--- config.mk ---
export PLATFORM = sky130hd
export DESIGN_NAME = irq_level_ctrl
export DESIGN_NICKNAME = d
export VERILOG_FILES = /design/src/rtl/irq_level_pkg.sv /design/src/rtl/irq_glb_regs.sv /design/src/rtl/irq_soft_regs.sv /design/src/rtl/irq_lvl_merge.sv /design/src/rtl/irq_level_ctrl.sv
export SDC_FILE = /design/constraint.sdc
export NUM_CORES = 1
export LEC_CHECK = 0
export BUFFER_PORTS_ARGS = -buffer_cell sky130_fd_sc_hd__buf_4
export CORE_MARGIN = 4
export CORE_UTILIZATION = 51
export DETAILED_ROUTE_END_ITERATION = 8
export MAX_ROUTING_LAYER = met4
export PLACE_DENSITY_LB_ADDON = 0.15
export SLEW_MARGIN = 20
export SYNTH_ARGS = -nofsm -noshare
export SYNTH_HDL_FRONTEND = slang
export SYNTH_SLANG_ARGS = --single-unit
--- constraint.sdc ---
create_clock -name clk_i -period 3.4 [get_ports clk_i]
set_input_delay 0.17 -clock clk_i [delete_from_list [all_inputs] [get_ports clk_i]]
set_output_delay 0.17 -clock clk_i [all_outputs]
set_load 0.02 [all_outputs]
--- src/rtl/irq_level_pkg.sv ---
package irq_level_pkg;
  localparam int DW         = 32;
  localparam int LVL_W      = 4;
  localparam int SOFT_N     = 15;
  localparam int SOFT_LSB   = 17;
  localparam int TICK_BIT   = 7;
  localparam int MASTER_BIT = 31;
  localparam logic [LVL_W-1:0] TICK_LVL = 4'd14;
  localparam logic [DW-1:0] SRC_VALID = 32'h787F_FFFF;

  // word addresses
  localparam int A_GPEND    = 0;
  localparam int A_GMASK    = 1;
  localparam int A_GMCLR    = 2;
  localparam int A_GMSET    = 3;
  localparam int A_GTGT     = 4;
  localparam int A_CPU_BASE = 8;
  localparam int CPU_STRIDE = 4;
  localparam int O_PEND     = 0;
  localparam int O_CLR      = 1;
  localparam int O_SET      = 2;

  function automatic logic [LVL_W-1:0] src_level(input int b);
    int idx;
    logic [LVL_W-1:0] l;
    l = '0;
    if (b <= 13) begin
      idx = b % 7;
      l = (idx == 0) ? 4'd2 : 4'(2 * idx + 1);
    end else begin
      case (b)
        14, 15:         l = 4'd12;
        16:             l = 4'd6;
        17:             l = 4'd13;
        18:             l = 4'd4;
        19:             l = 4'd10;
        20:             l = 4'd8;
        21:             l = 4'd9;
        22:             l = 4'd11;
        27, 28, 29, 30: l = 4'd15;
        default:        l = 4'd0;
      endcase
    end
    return l;
  endfunction

  function automatic logic [LVL_W-1:0] top_level(input logic [DW-1:0] v);
    logic [LVL_W-1:0] m;
    m = '0;
    for (int b = 0; b < DW; b++) begin
      if (v[b] && src_level(b) > m) m = src_level(b);
    end
    return m;
  endfunction
endpackage

--- src/rtl/irq_glb_regs.sv ---
module irq_glb_regs
  import irq_level_pkg::*;
#(
  parameter int NCPU  = 4,
  parameter int CPU_W = 2
) (
  input  logic             clk_i,
  input  logic             rst_ni,
  input  logic             wr_mclr_i,
  input  logic             wr_mset_i,
  input  logic             wr_tgt_i,
  input  logic [DW-1:0]    wdata_i,
  output logic [DW-1:0]    mask_o,
  output logic [CPU_W-1:0] target_o
);
  logic [DW-1:0]    mask_q, mask_d;
  logic [CPU_W-1:0] target_q;

  // clear wins over set if both strobes ever coincide
  always_comb begin
    mask_d = mask_q;
    if (wr_mset_i) mask_d = mask_d | wdata_i;
    if (wr_mclr_i) mask_d = mask_d & ~wdata_i;
  end

  always_ff @(posedge clk_i or negedge rst_ni) begin
    if (!rst_ni) begin
      mask_q   <= '1;
      target_q <= '0;
    end else begin
      mask_q <= mask_d;
      if (wr_tgt_i && (int'(wdata_i[CPU_W-1:0]) < NCPU))
        target_q <= wdata_i[CPU_W-1:0];
    end
  end

  assign mask_o   = mask_q;
  assign target_o = target_q;
endmodule

--- src/rtl/irq_soft_regs.sv ---
module irq_soft_regs
  import irq_level_pkg::*;
(
  input  logic              clk_i,
  input  logic              rst_ni,
  input  logic              wr_set_i,
  input  logic              wr_clr_i,
  input  logic [SOFT_N-1:0] wbits_i,
  output logic [SOFT_N-1:0] soft_o
);
  logic [SOFT_N-1:0] soft_q, soft_d;

  always_comb begin
    soft_d = soft_q;
    if (wr_set_i) soft_d = soft_d | wbits_i;
    if (wr_clr_i) soft_d = soft_d & ~wbits_i;
  end

  always_ff @(posedge clk_i or negedge rst_ni) begin
    if (!rst_ni) soft_q <= '0;
    else         soft_q <= soft_d;
  end

  assign soft_o = soft_q;
endmodule

--- src/rtl/irq_lvl_merge.sv ---
module irq_lvl_merge
  import irq_level_pkg::*;
(
  input  logic              clk_i,
  input  logic              rst_ni,
  input  logic [SOFT_N-1:0] soft_i,
  input  logic              tick_i,
  input  logic [LVL_W-1:0]  shared_lvl_i,
  input  logic              is_target_i,
  input  logic              master_i,
  output logic [LVL_W-1:0]  level_o
);
  logic [LVL_W-1:0] soft_lvl, lvl_d, level_q;

  always_comb begin
    soft_lvl = '0;
    for (int i = 0; i < SOFT_N; i++) begin
      if (soft_i[i]) soft_lvl = 4'(i + 1);
    end
  end

  always_comb begin
    lvl_d = soft_lvl;
    if (tick_i && TICK_LVL > lvl_d) lvl_d = TICK_LVL;
    if (is_target_i && shared_lvl_i > lvl_d) lvl_d = shared_lvl_i;
    if (master_i) lvl_d = '0;
  end

  always_ff @(posedge clk_i or negedge rst_ni) begin
    if (!rst_ni) level_q <= '0;
    else         level_q <= lvl_d;
  end

  assign level_o = level_q;
endmodule

--- src/rtl/irq_level_ctrl.sv ---
module irq_level_ctrl
  import irq_level_pkg::*;
#(
  parameter int NCPU   = 4,
  parameter int ADDR_W = 5
) (
  input  logic                    clk_i,
  input  logic                    rst_ni,
  input  logic                    we_i,
  input  logic [ADDR_W-1:0]       addr_i,
  input  logic [31:0]             wdata_i,
  output logic [31:0]             rdata_o,
  input  logic [31:0]             src_i,
  input  logic [NCPU-1:0]         tick_i,
  output logic [NCPU*LVL_W-1:0]   level_o
);
  localparam int CPU_W = (NCPU > 1) ? $clog2(NCPU) : 1;
  localparam logic [ADDR_W-1:0] AD_GPEND = ADDR_W'(A_GPEND);
  localparam logic [ADDR_W-1:0] AD_GMASK = ADDR_W'(A_GMASK);
  localparam logic [ADDR_W-1:0] AD_GMCLR = ADDR_W'(A_GMCLR);
  localparam logic [ADDR_W-1:0] AD_GMSET = ADDR_W'(A_GMSET);
  localparam logic [ADDR_W-1:0] AD_GTGT  = ADDR_W'(A_GTGT);

  logic [DW-1:0]          mask_q;
  logic [CPU_W-1:0]       target_q;
  logic [NCPU*SOFT_N-1:0] soft_all;
  logic [NCPU*DW-1:0]     cpu_words;
  logic [NCPU-1:0]        cpu_rd_hit;
  logic [LVL_W-1:0]       shared_lvl;

  irq_glb_regs #(.NCPU(NCPU), .CPU_W(CPU_W)) u_glb (
    .clk_i     (clk_i),
    .rst_ni    (rst_ni),
    .wr_mclr_i (we_i && addr_i == AD_GMCLR),
    .wr_mset_i (we_i && addr_i == AD_GMSET),
    .wr_tgt_i  (we_i && addr_i == AD_GTGT),
    .wdata_i   (wdata_i),
    .mask_o    (mask_q),
    .target_o  (target_q)
  );

  assign shared_lvl = top_level(src_i & SRC_VALID & ~mask_q);

  for (genvar c = 0; c < NCPU; c++) begin : g_cpu
    localparam logic [ADDR_W-1:0] AD_PEND = ADDR_W'(A_CPU_BASE + CPU_STRIDE * c + O_PEND);
    localparam logic [ADDR_W-1:0] AD_CLR  = ADDR_W'(A_CPU_BASE + CPU_STRIDE * c + O_CLR);
    localparam logic [ADDR_W-1:0] AD_SET  = ADDR_W'(A_CPU_BASE + CPU_STRIDE * c + O_SET);
    logic [SOFT_N-1:0] soft_c;

    irq_soft_regs u_soft (
      .clk_i    (clk_i),
      .rst_ni   (rst_ni),
      .wr_set_i (we_i && addr_i == AD_SET),
      .wr_clr_i (we_i && addr_i == AD_CLR),
      .wbits_i  (wdata_i[DW-1:SOFT_LSB]),
      .soft_o   (soft_c)
    );

    irq_lvl_merge u_merge (
      .clk_i        (clk_i),
      .rst_ni       (rst_ni),
      .soft_i       (soft_c),
      .tick_i       (tick_i[c]),
      .shared_lvl_i (shared_lvl),
      .is_target_i  (target_q == CPU_W'(c)),
      .master_i     (mask_q[MASTER_BIT]),
      .level_o      (level_o[c*LVL_W +: LVL_W])
    );

    assign soft_all[c*SOFT_N +: SOFT_N] = soft_c;
    assign cpu_words[c*DW +: DW] = {soft_c, 1'b0, 8'b0, tick_i[c], 7'b0};
    assign cpu_rd_hit[c] = (addr_i == AD_PEND);
  end

  always_comb begin
    rdata_o = '0;
    if (addr_i == AD_GPEND)      rdata_o = src_i & SRC_VALID;
    else if (addr_i == AD_GMASK) rdata_o = mask_q;
    else if (addr_i == AD_GTGT)  rdata_o = DW'(target_q);
    for (int c = 0; c < NCPU; c++) begin
      if (cpu_rd_hit[c]) rdata_o = cpu_words[c*DW +: DW];
    end
  end
endmodule

* Yosys cells after proc, flatten, opt, wreduce, memory -nomap -nowiden
Index checks and enable logic that the tools add are counted.
** Word-level totals
- Input port bits :: 76
- Flip-flop bits (word level) :: 110
- Word-level logic and storage cells :: 255
- Output and inout port bits :: 48
** Operators by class
- Bitwise gates (word level) :: 14
- Order comparisons :: 39
- Reduce and logical (&&, ||, !) cells :: 52
- Equal/unequal tests :: 19
- Multiplexer cells :: 121
** Operators by type and width (count)
- two-way mux 4 bit :: 98
- two-way mux 32 bit :: 8
- two-way mux 15 bit :: 8
- greater-than comparator 4 bit (first input constant) :: 21
- NOT 32 bit :: 2
- bitwise AND 15 bit :: 4
- OR 15 bit :: 4
- logical AND 1 bit :: 50
- bitwise AND 31 x 32 -> 32 bit :: 1
- bitwise AND 32 bit :: 1
- OR 32 bit :: 1
- == test 5 x 4 -> 1 bit (second input constant) :: 6
- == test 5 bit (second input constant) :: 6
- greater-than comparator 3 x 4 -> 1 bit (first input constant) :: 6
- greater-than comparator 1 x 4 -> 1 bit (first input constant) :: 5
- greater-than comparator 4 bit :: 4
- NOT 15 bit :: 1
- greater-than comparator 2 x 4 -> 1 bit (first input constant) :: 3
- == test 5 x 2 -> 1 bit (second input constant) :: 2
- two-way mux 2 bit :: 3
- == test 5 x 1 -> 1 bit (second input constant) :: 1
- == test 5 x 3 -> 1 bit (second input constant) :: 1
- zero test 5 bit :: 1
- == test 2 bit (second input constant) :: 2
- 3 further kinds :: 6

* Logic depth before layout (Yosys ltp)
Gate-level depths: netlist of the first run.
- Word-level depth :: 100
- Depth in mapped cells :: 16
- Gate-level depth less buffers :: 15

* By module
From an unflattened synthesis of the first run, not the netlist that was laid out.
** Unflattened totals
- Cells, all modules :: 744
- Area, all modules :: 6713.9 um2
** Modules (own cells, without submodules)
- irq_soft_regs :: cells an instance 47, times used 4, sequential area each 375.4 um2, area an instance 541.8 um2
- irq_level_ctrl :: cells an instance 249, times used 1, sequential area each 0.0 um2, area an instance 1560.2 um2
- irq_glb_regs :: cells an instance 106, times used 1, sequential area each 890.9 um2, area an instance 1282.5 um2
- irq_lvl_merge (g_cpu[1].u_merge ...) :: cells an instance 50, times used 3, sequential area each 100.1 um2, area an instance 420.4 um2
- irq_lvl_merge (g_cpu[0].u_merge) :: cells an instance 51, times used 1, sequential area each 100.1 um2, area an instance 442.9 um2

* Worst setup path after synthesis of the first run
OpenSTA, ideal clock, no wires.
- Path kind :: register to register
- From :: reg with a tool-made name
- To :: reg g_cpu[0].u_merge.level_q[0]
- Path slack :: -308 ps
- Period minus slack after synthesis :: 3708 ps
- Arrival time :: 3614 ps
- Data required time :: 3306 ps
- Buffers on the path :: 0
- Stages on the path, launching flop included :: 12
- Library setup time :: 94 ps
- Cell sequence :: dfstp_2 > nor2b_1 > nor4_1 > nand2_1 > o311ai_2 > o211ai_2 > a31oi_4 > ha_1 > and4_1 > nor4_1 > nor2b_1 > a221oi_2
** RTL lines
- end signal: assignment :: RTL line irq_lvl_merge.sv:31 : else level_q <= lvl_d;
- end: declaration :: RTL line irq_lvl_merge.sv:13 : logic [LVL_W-1:0] soft_lvl, lvl_d, level_q;

==> results by group, run 1 <==
Power
  • Pwr Total: 4.64 mW
  • Comb pwr share: about a third
  • Pwr/cell area: 544 nW/um^2
  • Clock power frac: 23.1%
  • Internal power: about 2.9 mW
  • Peak VDD IR: approximately 0.00045 V
  • Switching power: roughly 1.7 mW
  • Leakage power: around 3.7 nW
  • Sw frac: about 37%
  • Flop pwr share: about two fifths

Global route
  • First-pass GRT wire length: around 34 mm
  • Vias in the first global route: 6,488
  • Met1 usage in global routing: between 30% and 40%
  • Global routing usage on met2: around half
  • Initial antenna violation count: 0
  • Layer with the highest usage: met2
  • Met3 usage: under 10%
  • Pin count of the biggest net entering global routing: 70
  • GRT Resource Usage Total: between 30% and 40%
  • Gr ovfl total: 0

Clock tree
  • Inserted Clock Buffers: 9
  • Root buf cell: clkbuf_16
  • Clk slew on worst S/H paths: roughly 0.080 ns
  • CTS tree: built
  • Htree depth: 3
  • CTS sink cnt: 110
  • Worst-Skew Late Latency: approximately 0.37 ns
  • Max clock buf depth: 2

Floorplanning
  • Site Rows: 41
  • Die width: about 120 um
  • Top Ports: around 120
  • Die height: around 120 um
  • Starting Density: 51.8%
  • Core Box Area: between 10,000 and 15,000 um^2
  • Die Area: 14,600 um^2

Detailed routing
  • Detailed-route via count: ~6,800
  • Drt total wl: 22.4 mm
  • Drt drc: 0
  • WL/cell: between 20 and 25 um
  • TritonRoute pass-1 iters: 8
  • Starting DRT DRC Count: 840
  • Vias per std cell: between 6 and 7
  • Post-route ant nets: 0

Logic synthesis
  • Synth Cell Area: 6510 um^2
  • Ys Warns: 0
  • Leading area contributor after synthesis: dfrtp_1
  • Top cells by area, synth: dfrtp_1 (30%), a21oi_1 (16%), dfstp_2 (13%)
  • Yosys reg bits: 110
  • Synth Instances: between 700 and 800
  • Ys flop type: dfrtp_1
  • Area share of the leading cell type in the synthesized netlist: approximately 30%
  • Sequential area share after synthesis: around 43%
  • Synth cell types: 56
  • EDFF count, synth: 0
  • Ys async rst share: 100%
  • Syn_area_per_cell: slightly below 9 um^2
  • Syn nets: ~840

Timing
  • Clock skew: ~0.011 ns
  • Pin slew with the least headroom to its limit: ~0.97 ns
  • Setup_tns: -0.00616 ns
  • Final min period: 3.41 ns
  • Final-report max-slew violation count: 0
  • RSZ-0062 raised after global routing: yes
  • Slew HR: between 30% and 40%
  • Setup violations, final: 1
  • Fmax achieved: 294 MHz
  • Endpoints failing hold: 0
  • Period utilization: 100%
  • Worst Slack Setup Final: -0.00616 ns

Worst setup path
  • Setup CP Type: reg2reg
  • Flop-to-flop setup slack: -0.006 ns
  • CP endpoint kind: flop
  • Required @ worst endpoint: ~3.7 ns
  • Crit path launch type: flop
  • Crit Path Max Fanout: 7
  • Data arrival time of the worst path: 3.66 ns

Flow run
  • Max cap viols: 0

Placed design
  • Pre-CTS setup slack: -0.0936 ns
  • RePlAce Congestion: 0.918
  • Number of port buffers: approximately 120
  • Post-DP HPWL: approximately 15 mm
  • Placed cell area: between 7000 and 8000 um^2

Layout
  • Area Overhead vs Synth: 30.7%
  • Nets@finish: between 900 and 1,000
  • Layout cells sized above 1: slightly below 30%
  • Ant. Diodes: 0
  • Final Core Density: 67.7%
  • Fillers: around 1,000
  • Fin area: between 8000 and 9000 um^2

Outcome
  • Status: finished, violations left
  • Failing checks: negative setup slack

Worst hold path
  • Min-Delay Path Class: in2reg
-- layer usage --
layer | up-vias | wire length (um)
met5 | - | 0
met4 | 0 | 677
met3 | 55 | 1910
met2 | 393 | 10800
met1 | 3259 | 9060
li1 | 3063 | -
-- path summary, 6_finish.rpt --
path | cells after the start | from | to
min | 2 | wdata_i[19] | flop
max | 16 | flop | g_cpu[0].u_merge.level_o[2]
min reg2reg | 2 | flop | flop
max reg2reg | 16 | flop | g_cpu[0].u_merge.level_o[2]
max in group asynchronous | 3 | rst_ni | async pin
min in group asynchronous | 2 | rst_ni | g_cpu[1].u_merge.level_o[2]
-- repair_timing --
action	in CTS	in global routing
pin swaps	12	18
gates resized for setup	13	41
endpoints found under the setup margin	15	16
hold endpoints to repair	61	0
buffers inserted	9	6
hold buffers	18	0
-- final cells by class --
class                      count  area, um^2  area share [%]
clock buffer                  10         239            2.81
clock inverter                 6        55.1           0.647
inverter                      24        90.1            1.06
multi-input combinational    567        3710            43.6
sequential                   110        2790            32.8
tap                          172         215            2.53
timing repair buffer         177        1410            16.6
-- critical path: stages, from the launching register on --
cell and delay, ns:
dfstp_2 0.55, nor2b_1 0.08, or4_4 0.56, nor3_1 0.27
a31oi_1 0.10, a21oi_2 0.18, a311oi_2 0.08, inv_2 0.15
ha_4 0.21, nor2b_4 0.12, o21ai_2 0.12, nand2b_1 0.08
a21oi_2 0.18, nor4_4 0.06, buf_6 0.15, buf_6 0.11
o311a_1 0.28
-- logic make-up (layout without fill, tap and decap cells) --
kind of cell,Yosys count,after routing,share of synthesized area (%)
AOI/OAI and AO/OA,339,339,31.3
and+or+nand+nor,188,188,15.0
DFF,110,110,42.9
buffers and inverters,70,217,4.05
muxes,24,24,3.73
adders and majority gates,16,16,3.07
-- power by group through the flow --
stage	clock network, mW	logic (mW)	registers (mW)
2_1_floorplan	0	0.818	1.92
3_3_place_gp	0	1.32	1.92
3_5_place_dp	0	1.38	1.93
4_1_cts	1.08	1.46	1.91
5_1_grt	1.14	1.78	1.96
6_report	1.07	1.64	1.93
-- cell usage in the layout (no fill, tap or decap), types with 4 or more instances in the layout --
cell / netlist / layout
o311a_1: 5 / 5
nor3_1: 17 / 15
o31ai_1: 5 / 5
a21oi_2: 0 / 5
dfstp_2: 32 / 32
a21oi_1: 212 / 207
nand3_1: 8 / 8
a221oi_2: 4 / 4
dlygate4sd3_1: 0 / 18
nor2b_1: 29 / 17
inv_1: 24 / 23
dfrtp_1: 78 / 78
a2111oi_0: 4 / 4
buf_4: 0 / 153
nor2_1: 52 / 47
nor2b_2: 0 / 10
a22o_1: 14 / 14
nand2_1: 30 / 30
o21ai_0: 24 / 20
nand4_1: 8 / 8
nand3b_1: 4 / 4
nor4_1: 7 / 4
nand2b_1: 18 / 18
o21ai_1: 15 / 17
ha_4: 0 / 4
mux2i_1: 22 / 22
a22oi_1: 5 / 5
clkbuf_16: 0 / 9
a221o_1: 7 / 7
buf_6: 0 / 4
a211oi_1: 9 / 6
o21bai_1: 6 / 6
ha_1: 16 / 11
o22ai_1: 7 / 7
-- per-stage QoR --
stage | cells | hold WS, ns
after CTS | 1060 | 0.0155
after detailed placement | 1017 | 0.318
after global routing | 1066 | 0.0170
final | 1066 | 0.0226
after global placement | 1017 | 0.316
after floorplan | 747 | -0.126
-- cell usage after synthesis, types with 2 or more instances --
cell type,number
dfrtp_1,78
a211oi_1,9
clkbuf_1,44
o21ai_0,24
ha_1,16
o21bai_1,6
o31a_1,3
a221o_1,7
nand4_1,8
nor2_1,52
o211ai_1,2
o31ai_1,5
nor3_1,17
a22oi_1,5
a31oi_1,3
mux2i_1,22
nand2_1,30
a311oi_1,2
nand2b_1,18
nor4_1,7
a21oi_1,212
nand3b_1,4
a2111oi_0,4
inv_1,24
nor2b_1,29
o311a_1,5
nand3_1,8
a22o_1,14
o22ai_1,7
o221ai_1,2
nor4b_2,2
and4_1,2
or4_1,3
or3_1,2
a221oi_2,4
o21ai_1,15
dfstp_2,32
mux2_2,2
No activity file was read; power rests on OpenSTA's default activity.
==> run 2, diff against run 1 <==
--- a/config.mk
+++ b/config.mk
@@ -5,6 +5,7 @@
 export SDC_FILE = /design/constraint.sdc
 export NUM_CORES = 1
 export LEC_CHECK = 0
+export ABC_AREA = 1
 export BUFFER_PORTS_ARGS = -buffer_cell sky130_fd_sc_hd__buf_4
 export CORE_MARGIN = 4
 export CORE_UTILIZATION = 51
==> results by group, run 2 <==
Placed design
  • Placed Cells: 1,180 (was 1,017)
  • Number of port buffers: 118 (unchanged)
  • Post-DP HPWL: 14.7 mm (was 15.0 mm)
  • RePlAce Congestion: 0.933 (was 0.918)

Logic synthesis
  • Synth Area in Simple Gates: 19.7% (was 15.0%)
  • Ys flop type: dfrtp_1 (unchanged)
  • Yosys reg bits: 110 (unchanged)
  • Syn nets: 983 (was 839)
  • Post-synthesis mux area share: 0% (was 3.73%)
  • Top post-synthesis cells by count: nand2_1 (168), a21oi_1 (143), inv_1 (132) (was a21oi_1 (212), dfrtp_1 (78), nor2_1 (52))
  • Synth Cell Area: 6690 um^2 (was 6510 um^2)
  • Ys async rst share: 100% (unchanged)
  • Largest family of logic cells by synthesized area: compound AO/OA/AOI/OAI gates (unchanged)
  • Synth Instances: 891 (was 747)
  • Compound-cell area share of the yosys netlist: 25.6% (was 31.3%)
  • Most numerous cell in the Yosys netlist: nand2_1 (was a21oi_1)
  • Synth Area in XOR/XNOR: 0% (unchanged)
  • Syn_area_per_cell: 7.51 um^2 (was 8.72 um^2)
  • Ys Warns: 0 (unchanged)
  • Synth cell types: 39 (was 56)
  • Top cells by area, synth: dfrtp_1 (29%), dfstp_2 (13%), a21oi_1 (11%) (was dfrtp_1 (30%), a21oi_1 (16%), dfstp_2 (13%))
  • Area share of the leading cell type in the synthesized netlist: 29.2% (was 30.0%)
  • Post-Synth Adder-Cell Area: 2.99% (was 3.07%)
  • Leading area contributor after synthesis: dfrtp_1 (unchanged)
  • EDFF count, synth: 0 (unchanged)
  • Sequential area share after synthesis: 41.7% (was 42.9%)

Flow run
  • Max cap viols: 0 (unchanged)

Outcome
  • Failing checks: negative setup slack (unchanged)
  • Status: finished, violations left (unchanged)

Layout
  • Most frequent cells in the layout: buf_4 (167), nand2_1 (157), a21oi_1 (137) (was a21oi_1 (207), buf_4 (153), dfrtp_1 (78))
  • Most common cell after layout, fill and taps aside: buf_4 (was a21oi_1)
  • Final Instance Count excl. Fillers: 1,230 (was 1,066)
  • Fillers: 1,112 (was 999)
  • Sequential Area: 2790 um^2 (unchanged)
  • Area Overhead vs Synth: 30.4% (was 30.7%)
  • Ant. Diodes: 0 (unchanged)
  • Layout cells sized above 1: 27.2% (was 29.3%)
  • Area occupied by multi-input gates: 3450 um^2 (was 3710 um^2)
  • Nets@finish: 1,145 (was 981)

Timing
  • Final min period: 3.72 ns (was 3.41 ns)
  • Period utilization: 109% (was 100%)
  • Setup violations, final: 16 (was 1)
  • Endpoints failing hold: 0 (unchanged)
  • RSZ-0062 raised after global routing: yes (unchanged)
  • Worst Slack Setup Final: -0.322 ns (was -0.00616 ns)
  • Pin slew with the least headroom to its limit: 1.14 ns (was 0.969 ns)
  • Slew HR: 23.5% (was 35.4%)
  • Final-report max-slew violation count: 0 (unchanged)
  • Clock skew: 0.0116 ns (was 0.0109 ns)
  • Fmax achieved: 269 MHz (was 294 MHz)

Power
  • Pwr Total: 4.21 mW (was 4.64 mW)
  • Peak VDD IR: 0.000295 V (was 0.000447 V)
  • Leakage power: 4.09 nW (was 3.66 nW)
  • Pwr/cell area: 483 nW/um^2 (was 544 nW/um^2)

Detailed routing
  • Post-route ant nets: 0 (unchanged)
  • Vias per std cell: 5.68 (was 6.35)
  • Detailed-route via count: 6,984 (was 6,770)
  • Starting DRT DRC Count: 684 (was 840)
  • WL/cell: 16.6 um (was 21.0 um)
  • TritonRoute pass-1 iters: 6 (was 8)
  • Drt total wl: 20.4 mm (was 22.4 mm)
  • Drt drc: 0 (unchanged)

Worst setup path
  • Data arrival time of the worst path: 3.98 ns (was 3.66 ns)
  • Crit path launch type: flop (unchanged)
  • CP endpoint kind: flop (unchanged)
  • Worst stage delay on the critical path: 0.54 ns (was 0.56 ns)
  • Crit Path Max Fanout: 5 (was 7)
  • Buf/Inv on CP: 8 (was 3)
  • Crit path top cell by count: nand2_2
  • Required @ worst endpoint: 3.66 ns (was 3.65 ns)
  • Critical Path Slowest Stage Cell: dfstp_2 (was or4_4)
  • Setup CP Type: reg2reg (unchanged)
  • CP top delay family: simple AND/OR/NAND/NOR gates (unchanged)

Global route
  • Pin count of the biggest net entering global routing: 71 (was 70)
  • First-pass GRT wire length: 32.7 mm (was 34.0 mm)
  • Gr ovfl total: 0 (unchanged)
  • Vias in the first global route: 6,579 (was 6,488)
  • GRT Resource Usage Total: 28.5% (was 30.7%)
  • Initial antenna violation count: 0 (unchanged)

Floorplanning
  • Die height: 123 um (was 121 um)
  • Core Box Area: 12,700 um^2 (was 12,600 um^2)
  • Die width: 123 um (was 121 um)
  • Die Area: 15,000 um^2 (was 14,600 um^2)
  • Starting Density: 52.6% (was 51.8%)
  • Site Rows: 41 (unchanged)
  • Top Ports: 124 (unchanged)

Clock tree
  • Htree depth: 3 (unchanged)
  • Root buf cell: clkbuf_16 (unchanged)
  • Max clock buf depth: 2 (unchanged)
  • Worst-Skew Late Latency: 0.36 ns (was 0.37 ns)
  • Clk slew on worst S/H paths: 0.08 ns (about the same)
  • CTS tree: built (unchanged)
  • Inserted Clock Buffers: 9 (unchanged)
  • CTS sink cnt: 110 (unchanged)

Worst hold path
  • Min-Delay Path Class: in2reg (unchanged)
[run 2: cell types whose count changed after synthesis, moves of 10 or more]
cell | previous run | this run
nor2b_1 | 29 | 0
a22oi_1 | 5 | 45
a22o_1 | 14 | 0
inv_1 | 24 | 132
mux2i_1 | 22 | 0
nand3_1 | 8 | 36
o21ai_0 | 24 | 39
nor3_1 | 17 | 7
o21ai_1 | 15 | 1
a21oi_1 | 212 | 143
nand2_1 | 30 | 168
nand2b_1 | 18 | 0
o211ai_1 | 2 | 13
[run 2: path summary, 6_finish.rpt]
kind                                                    end  slack [ns]         from  cells after the start
worst min-delay path                                   flop        0.03  wdata_i[17]                      2
worst max register to register  g_cpu[3].u_merge.level_o[3]       -0.32         flop                     28
worst min register to register                         flop        0.53         flop                      2
min in group asynchronous       g_cpu[0].u_merge.level_o[2]        0.48       rst_ni                      2
worst max-delay path            g_cpu[3].u_merge.level_o[3]       -0.32         flop                     28
max in group asynchronous                         async pin        2.03       rst_ni                      3
[run 2: logic make-up (layout without fill, tap and decap cells)]
group,count (synthesis),in the layout
compound gates,284,284
flops,110,110
buf+inv,176,343
simple gates,305,305
fa+ha+maj,16,16
[run 2: layer usage]
layer / routed length [um] / track usage (%) / vias to the layer above
met5: 0 / - / -
met4: 419 / 7.63 / 0
met3: 1350 / 4.52 / 39
met2: 10000 / 45.9 / 270
met1: 8580 / 37.9 / 3321
li1: - / - / 3354
[run 2: cell type report]
| cell class | instances | share of cell area (%) |
|---|---|---|
| tap | 172 | 2.47 |
| clock buffer | 11 | 2.67 |
| multi-input combinational | 605 | 39.5 |
| clock inverter | 5 | 0.473 |
| inverter | 139 | 6.01 |
| sequential | 110 | 32.0 |
| timing repair buffer | 188 | 16.8 |
[run 2: per-stage QoR]
step / setup TNS [ns] / setup slack, ns / instance area, um^2 / util (%) / hold slack, ns
2_1_floorplan: 0 / 0.0445 / 6690 / - / -0.126
4_1_cts: -2.32 / -0.218 / 8560 / 67.3 / 0.0226
6_report: -3.92 / -0.322 / 8720 / 68.6 / 0.0328
5_1_grt: -8.41 / -0.595 / 8720 / 68.6 / 0.0304
3_5_place_dp: -4.23 / -0.333 / 7930 / 62.3 / 0.318
3_3_place_gp: -2.56 / -0.210 / 7930 / 62.3 / 0.314
[run 2: report_power, final]
part	switching, mW	total (mW)	internal [mW]
registers	0.175	1.81	1.63
clock network	0.508	1.02	0.509
logic	0.810	1.39	0.577
[run 2: what timing repair did]
action / in CTS / in global routing
resized for setup: 27 / 32
endpoints found under the hold margin: 60 / 0
setup buffers: 10 / 6
hold buffers: 18 / 0
pin swaps: 9 / 25
endpoints found under the setup margin: 16 / 16
